==> config.mk <==
export PLATFORM = sky130hd
export DESIGN_NAME = clk_ratio_ctrl
export DESIGN_NICKNAME = d
export VERILOG_FILES = /design/src/rtl/ratio_pkg.sv /design/src/rtl/ratio_guard.sv /design/src/rtl/div_counter.sv /design/src/rtl/clk_ratio_ctrl.sv
export SDC_FILE = /design/constraint.sdc
export NUM_CORES = 1
export LEC_CHECK = 0
export BUFFER_PORTS_ARGS = -buffer_cell sky130_fd_sc_hd__buf_4
export CAP_MARGIN = 20
export CORE_MARGIN = 10
export CORE_UTILIZATION = 57
export CTS_CLUSTER_DIAMETER = 150
export CTS_CLUSTER_SIZE = 25
export DETAILED_ROUTE_END_ITERATION = 10
export MAX_ROUTING_LAYER = met4
export PLACE_DENSITY = 0.86
export SLEW_MARGIN = 30
export SYNTH_ARGS = -nofsm -noshare
export SYNTH_HDL_FRONTEND = slang
export SYNTH_SLANG_ARGS = --single-unit
==> constraint.sdc <==
create_clock -name clk -period 4.15 [get_ports clk]
set_input_delay 0.2075 -clock clk [delete_from_list [all_inputs] [get_ports clk]]
set_output_delay 0.2075 -clock clk [all_outputs]
set_load 0.05 [all_outputs]
==> src/rtl/ratio_pkg.sv <==
package ratio_pkg;
  localparam int unsigned SYS_FIELD_W  = 4;
  localparam int unsigned CORE_CODE_W  = 2;
  localparam int unsigned RST_SYS_DIV  = 5;
  localparam int unsigned RST_CORE_CODE = 0;

  typedef enum logic [1:0] {
    CORE_BY1 = 2'b00,
    CORE_BY2 = 2'b01,
    CORE_BY4 = 2'b10,
    CORE_BY8 = 2'b11
  } core_code_e;
endpackage

==> src/rtl/ratio_guard.sv <==
module ratio_guard #(
  parameter int unsigned SYS_W       = 4,
  parameter int unsigned SEL_W       = 2,
  parameter int unsigned MIN_SYS_DIV = 1
) (
  input  logic [SYS_W-1:0] sys_div,
  input  logic [SEL_W-1:0] core_sel,
  output logic             legal
);
  // core divisor is 2**core_sel; system divisor must be a nonzero multiple
  // of it and must respect the system-rate ceiling
  logic [31:0] core_div;
  logic [31:0] sys_val;
  logic [31:0] low_mask;

  always_comb begin
    core_div = 32'd1 << core_sel;
    sys_val  = 32'(sys_div);
    low_mask = core_div - 32'd1;
    legal = (sys_val != 32'd0)
         && (sys_val >= 32'(MIN_SYS_DIV))
         && (sys_val >= core_div)
         && ((sys_val & low_mask) == 32'd0);
  end
endmodule

==> src/rtl/div_counter.sv <==
module div_counter #(
  parameter int unsigned W = 4
) (
  input  logic         clk,
  input  logic         rst_n,
  input  logic [W-1:0] last,
  output logic         wrap
);
  logic [W-1:0] cnt_q;

  assign wrap = (cnt_q == last);

  always_ff @(posedge clk) begin
    if (!rst_n)    cnt_q <= '0;
    else if (wrap) cnt_q <= '0;
    else           cnt_q <= cnt_q + 1'b1;
  end
endmodule

==> src/rtl/clk_ratio_ctrl.sv <==
module clk_ratio_ctrl #(
  parameter int unsigned SYS_W       = ratio_pkg::SYS_FIELD_W,
  parameter int unsigned SEL_W       = ratio_pkg::CORE_CODE_W,
  parameter int unsigned MIN_SYS_DIV = 1,
  parameter int unsigned RST_SYS     = ratio_pkg::RST_SYS_DIV,
  parameter int unsigned RST_SEL     = ratio_pkg::RST_CORE_CODE
) (
  input  logic                   clk,
  input  logic                   rst_n,
  input  logic                   wr_en,
  input  logic [SEL_W+SYS_W-1:0] wr_data,
  output logic                   core_en,
  output logic                   sys_en,
  output logic [SEL_W+SYS_W-1:0] active_cfg,
  output logic                   busy,
  output logic                   err
);
  localparam int unsigned CFG_W      = SEL_W + SYS_W;
  localparam int unsigned CORE_CNT_W = (1 << SEL_W) - 1;
  localparam logic [CFG_W-1:0] RST_CFG = {SEL_W'(RST_SEL), SYS_W'(RST_SYS)};

  logic [CFG_W-1:0]      act_q, pend_q;
  logic                  pend_vld_q, err_q;
  logic                  wr_legal, apply;
  logic [CORE_CNT_W-1:0] core_last;
  logic [SYS_W-1:0]      sys_last;

  ratio_guard #(
    .SYS_W(SYS_W), .SEL_W(SEL_W), .MIN_SYS_DIV(MIN_SYS_DIV)
  ) u_guard (
    .sys_div (wr_data[SYS_W-1:0]),
    .core_sel(wr_data[CFG_W-1:SYS_W]),
    .legal   (wr_legal)
  );

  assign core_last = CORE_CNT_W'((32'd1 << act_q[CFG_W-1:SYS_W]) - 32'd1);
  assign sys_last  = act_q[SYS_W-1:0] - 1'b1;

  div_counter #(.W(CORE_CNT_W)) u_core_cnt (
    .clk(clk), .rst_n(rst_n), .last(core_last), .wrap(core_en)
  );

  div_counter #(.W(SYS_W)) u_sys_cnt (
    .clk(clk), .rst_n(rst_n), .last(sys_last), .wrap(sys_en)
  );

  // both counters wrap together on a system strobe: the only safe boundary
  assign apply = pend_vld_q && sys_en;

  always_ff @(posedge clk) begin
    if (!rst_n) begin
      act_q      <= RST_CFG;
      pend_q     <= RST_CFG;
      pend_vld_q <= 1'b0;
      err_q      <= 1'b0;
    end else begin
      if (apply) act_q <= pend_q;
      if (wr_en && wr_legal) begin
        pend_q     <= wr_data;
        pend_vld_q <= 1'b1;
        err_q      <= 1'b0;
      end else begin
        if (wr_en) err_q <= 1'b1;
        if (apply) pend_vld_q <= 1'b0;
      end
    end
  end

  assign active_cfg = act_q;
  assign busy       = pend_vld_q;
  assign err        = err_q;
endmodule

==> summary.md <==
| Metric | Value |
|---|---|
| Critical Path Most Common Cell | sky130_fd_sc_hd__inv_1 |
| Resized Gates After CTS | 0 |
| Slew HR | 74.4% |
| Net Sw Frac | 27.8% |
| Worst reg2reg startpoint | active_cfg[0] |
| Most numerous cell types in the synthesized netlist | 21 x sky130_fd_sc_hd__dfxtp_1, 16 x sky130_fd_sc_hd__nand2_1, 10 x sky130_fd_sc_hd__nor2_1 |
| Effective utilization at floorplan | 60.7% |
| Final estimated routing congestion in global placement | 0.831 |
| Horizontal extent of the die | 62.9 um |
| Total wirelength of the detailed-routed design | 2.09 mm |
| Async S/R FF share, synth | 0% |
| 1st-iter DRT viols | 13 |
| Total design power | 374 uW |
| TritonCTS clock tree | built |
| Layout-stage area growth over the synthesis result | 15.7% |
| Die area | 3950 um2 |
| Instance count along the most critical hold path | 3 |
| Kind of end point of the critical path | output port |
| Share of Yosys cell area claimed by the top area cell type | 40.1% |
| Largest delay share family, worst path | flip-flops |
| Pwr dens | 309 nW/um2 |
| Crit path launch type | flop |
| Hold/Removal Path Class | input port to flop |
| Post-CTS Setup Inserts | 0 |
| Proportion of power drawn by flip-flops and latches | 57.7% |
| Max Clock Skew | 4.40 ps |
| Syn avg cell area | 8.95 um2 |
| Top FF cell, synth | sky130_fd_sc_hd__dfxtp_1 |
| Library cell contributing the largest single delay on the critical path | sky130_fd_sc_hd__dfxtp_1 |
| Port Buf Inserts | 18 |
| Routed via count divided by cell count | 5.29 |
| Wire length per cell | 13.1 um |
| Required time of the worst setup path | 3940 ps |
| Post-CTS clock slew at the launch and capture registers of the worst setup and hold paths | 120 ps |
| Most common cell in the netlist | sky130_fd_sc_hd__dfxtp_1 |
| Max Fclk | 0.499 GHz |
| Cell internal power dissipation | 270 uW |
| Quantity of hold-fixing buffers added after cts | 0 |
| Detail Placement HPWL | 1.67 mm |
| Post-Syn Nets | 134 |
| Cell Rows | 15 |
| Core box area | 1730 um2 |
| Final core area utilization | 70.1% |
| Biggest area contributors in the synthesized netlist | sky130_fd_sc_hd__dfxtp_1 40%, sky130_fd_sc_hd__ha_1 9.6%, sky130_fd_sc_hd__xnor2_1 5.9%, sky130_fd_sc_hd__nand2_1 5.7%, sky130_fd_sc_hd__mux2i_1 4.8% |
| Clock latency on the worst-skew pair | 310 ps |
| Relative contribution of the clock network to total power | 26.8% |
| NumNets Final | 153 |
| Global routing usage summed across all routing layers | 11.1% |
| Remaining antenna violation count | 0 |
| Tcrit/Tclk final | 48.3% |
| Post-synth cell types | 29 |
| Outcome | complete, no violations |
| Pre-Repair DR Iteration Count | 4 |
| Arrival time at the worst endpoint | 1800 ps |
| R2r worst-path depth | 7 |
| Worst path max stage delay | 410 ps |
| Crit path cell chain | inv_1 -> ha_1 -> xor2_1 -> xnor2_1 -> nand3_1 -> inv_1 -> buf_4 |
| Initial antenna violation count | 0 |
| Part of the Yosys area used for sequential elements | 40.1% |
| Number of flops mapped to enable cells by yosys | 0 |
| Start point of the worst hold path | wr_en |
| Worst Path Class, Setup | flop to output port |
| Max-cap violation count | 0 |
| Count of inserted antenna diode cells | 0 |
| Total via count after detailed routing | 847 |
| Number of slew-limit violations in the final report | 0 |
| Boundary pin count | 19 |
| Slack of the worst reg-to-reg path | 2400 ps |
| Cell accounting for the most synthesized area | sky130_fd_sc_hd__dfxtp_1 |
| H-tree levels | 1 |
| Flip-flop and latch count after synthesis | 21 |
| Yosys Warn Count | 0 |
| Share of total power in combinational logic | 15.4% |
| Least-Margin Pin Slew | 383 ps |
| Overall die height | 62.9 um |
| Sw power | 104 uW |
| Setup violation total in the final timing report | 0 |
| Fill count | 159 |
| Final Hold Viols | 0 |
| Number of sinks handled by clock tree synthesis | 21 |
| Cts bufs inserted | 3 |
| Maximum number of pins on one net before global-route repair | 25 |
| Critical-path maximum fanout | 4 |
| Max clock buf depth | 2 |
| RSZ-0062 raised after global routing | no |
| Global-route wire length before repair | 3.58 mm |
| Proportion of layout cells with a drive suffix above 1 | 19.3% |
| Post-route DRC | 0 |
| Reg2Reg Capture Point | active_cfg[2] |
| Clock Root Buffer | sky130_fd_sc_hd__clkbuf_4 |
| Standby leakage power | 0.540 nW |
| Synthesized cell area | 1050 um2 |
| Number of instances in the synthesized netlist | 117 |
| Hold EP | err |
| Post-layout minimum cycle time | 2000 ps |
| Vias in the first global route | 868 |
| Aggregate global routing overflow | 0 |
| Summed negative setup slack over all endpoints | 0 ps |
| Worst-case vdd ir drop | 0.000230 V |
| Number of buffers and inverters on the critical path | 3 |
## cells by family (layout without fill, tap and decap cells)
family                   after synthesis  after routing  share of synthesized area [%]
buffers and inverters                 13             31                           6.09
adder cells (fa/ha/maj)                8              8                           9.56
XOR/XNOR                              10             10                           8.36
flip-flops                            21             21                           40.1
multiplexers                           5              5                           4.78
AO/OA/AOI/OAI                         15             15                           10.6
AND/OR/NAND/NOR                       45             45                           20.4
## final cells by class
cell class	instances	area [um2]	area share, %
Multi-Input combinational cell	83	563	46.5
Clock inverter	1	5.00	0.413
Tap cell	25	31.3	2.58
Clock buffer	3	22.5	1.86
Sequential cell	21	420	34.7
Inverter	9	33.8	2.79
Timing Repair Buffer	18	135	11.2
## power by group through the flow
stage	logic, mW	registers [mW]	clock network [mW]
after floorplan	0.0343	0.225	0
after global placement	0.0553	0.220	0
after detailed placement	0.0583	0.221	0
after CTS	0.0586	0.216	0.103
after global routing	0.0643	0.217	0.111
final	0.0578	0.216	0.100
## registers in the layout, indices dropped and copies added (netlist names)
| signal | count |
|---|---|
| active_cfg | 6 |
| busy | 1 |
| err | 1 |
| pend_q | 6 |
| u_core_cnt.cnt_q | 3 |
| u_sys_cnt.cnt_q | 4 |
## layout by cell type, fill, tap and decap left out
| cell type | n |
|---|---|
| sky130_fd_sc_hd__xor2_1 | 3 |
| sky130_fd_sc_hd__a2111oi_2 | 1 |
| sky130_fd_sc_hd__o21ai_0 | 5 |
| sky130_fd_sc_hd__nand3_1 | 7 |
| sky130_fd_sc_hd__mux2i_1 | 5 |
| sky130_fd_sc_hd__o2bb2ai_1 | 1 |
| sky130_fd_sc_hd__dfxtp_1 | 21 |
| sky130_fd_sc_hd__nor4_1 | 1 |
| sky130_fd_sc_hd__and3_1 | 3 |
| sky130_fd_sc_hd__buf_4 | 18 |
| sky130_fd_sc_hd__nor2_1 | 10 |
| sky130_fd_sc_hd__and4_4 | 1 |
| sky130_fd_sc_hd__nand4b_1 | 1 |
| sky130_fd_sc_hd__o221a_2 | 1 |
| sky130_fd_sc_hd__nor3_1 | 2 |
| sky130_fd_sc_hd__ha_1 | 8 |
| sky130_fd_sc_hd__a32o_1 | 1 |
| sky130_fd_sc_hd__clkinv_2 | 1 |
| sky130_fd_sc_hd__o31ai_1 | 1 |
| sky130_fd_sc_hd__o31a_1 | 1 |
| sky130_fd_sc_hd__nand2b_1 | 2 |
| sky130_fd_sc_hd__o211ai_1 | 1 |
| sky130_fd_sc_hd__or2b_1 | 1 |
| sky130_fd_sc_hd__inv_1 | 9 |
| sky130_fd_sc_hd__a21oi_1 | 2 |
| sky130_fd_sc_hd__nand2_1 | 16 |
| sky130_fd_sc_hd__xnor2_1 | 7 |
| sky130_fd_sc_hd__a22oi_1 | 1 |
| sky130_fd_sc_hd__or2_2 | 1 |
| sky130_fd_sc_hd__clkbuf_4 | 3 |
## worst reg2reg max path, cell delays in order, from the launching register on
cell,delay (ps)
sky130_fd_sc_hd__dfxtp_1,410
sky130_fd_sc_hd__inv_1,80
sky130_fd_sc_hd__ha_1,210
sky130_fd_sc_hd__xor2_1,200
sky130_fd_sc_hd__xnor2_1,170
sky130_fd_sc_hd__and4_4,330
sky130_fd_sc_hd__mux2i_1,190
sky130_fd_sc_hd__nand2_1,60
## worst max path at each step
| stage | startpoint | cells past startpoint | endpoint |
|---|---|---|---|
| 6_report | active_cfg[0] | 7 | sys_en |
| 4_1_cts | active_cfg[0] | 7 | sys_en |
| 5_1_grt | active_cfg[0] | 7 | sys_en |
| 3_3_place_gp | wr_data[4] | 6 | pend_q[5] |
| 3_5_place_dp | wr_data[4] | 9 | pend_q[5] |
| 2_1_floorplan | active_cfg[0] | 6 | sys_en |
## stage by stage
step	hold WS, ps	setup slack [ps]	cells	area (um2)
final	148	2150	160	1210
after global routing	167	2010	160	1210
after CTS	142	2110	160	1210
after detailed placement	454	2060	156	1180
after global placement	446	2190	156	1180
after floorplan	350	2170	117	1050
## per-layer routing
layer  track usage [%]  share of wire [%]  vias to the layer above
met5                 -                  0                        -
met4              3.35                1.3                        0
met3              4.30                5.0                        2
met2              20.1                 53                       13
met1              10.5                 40                      394
li1                  -                  -                      438
Power figures use the tool's default switching activity.
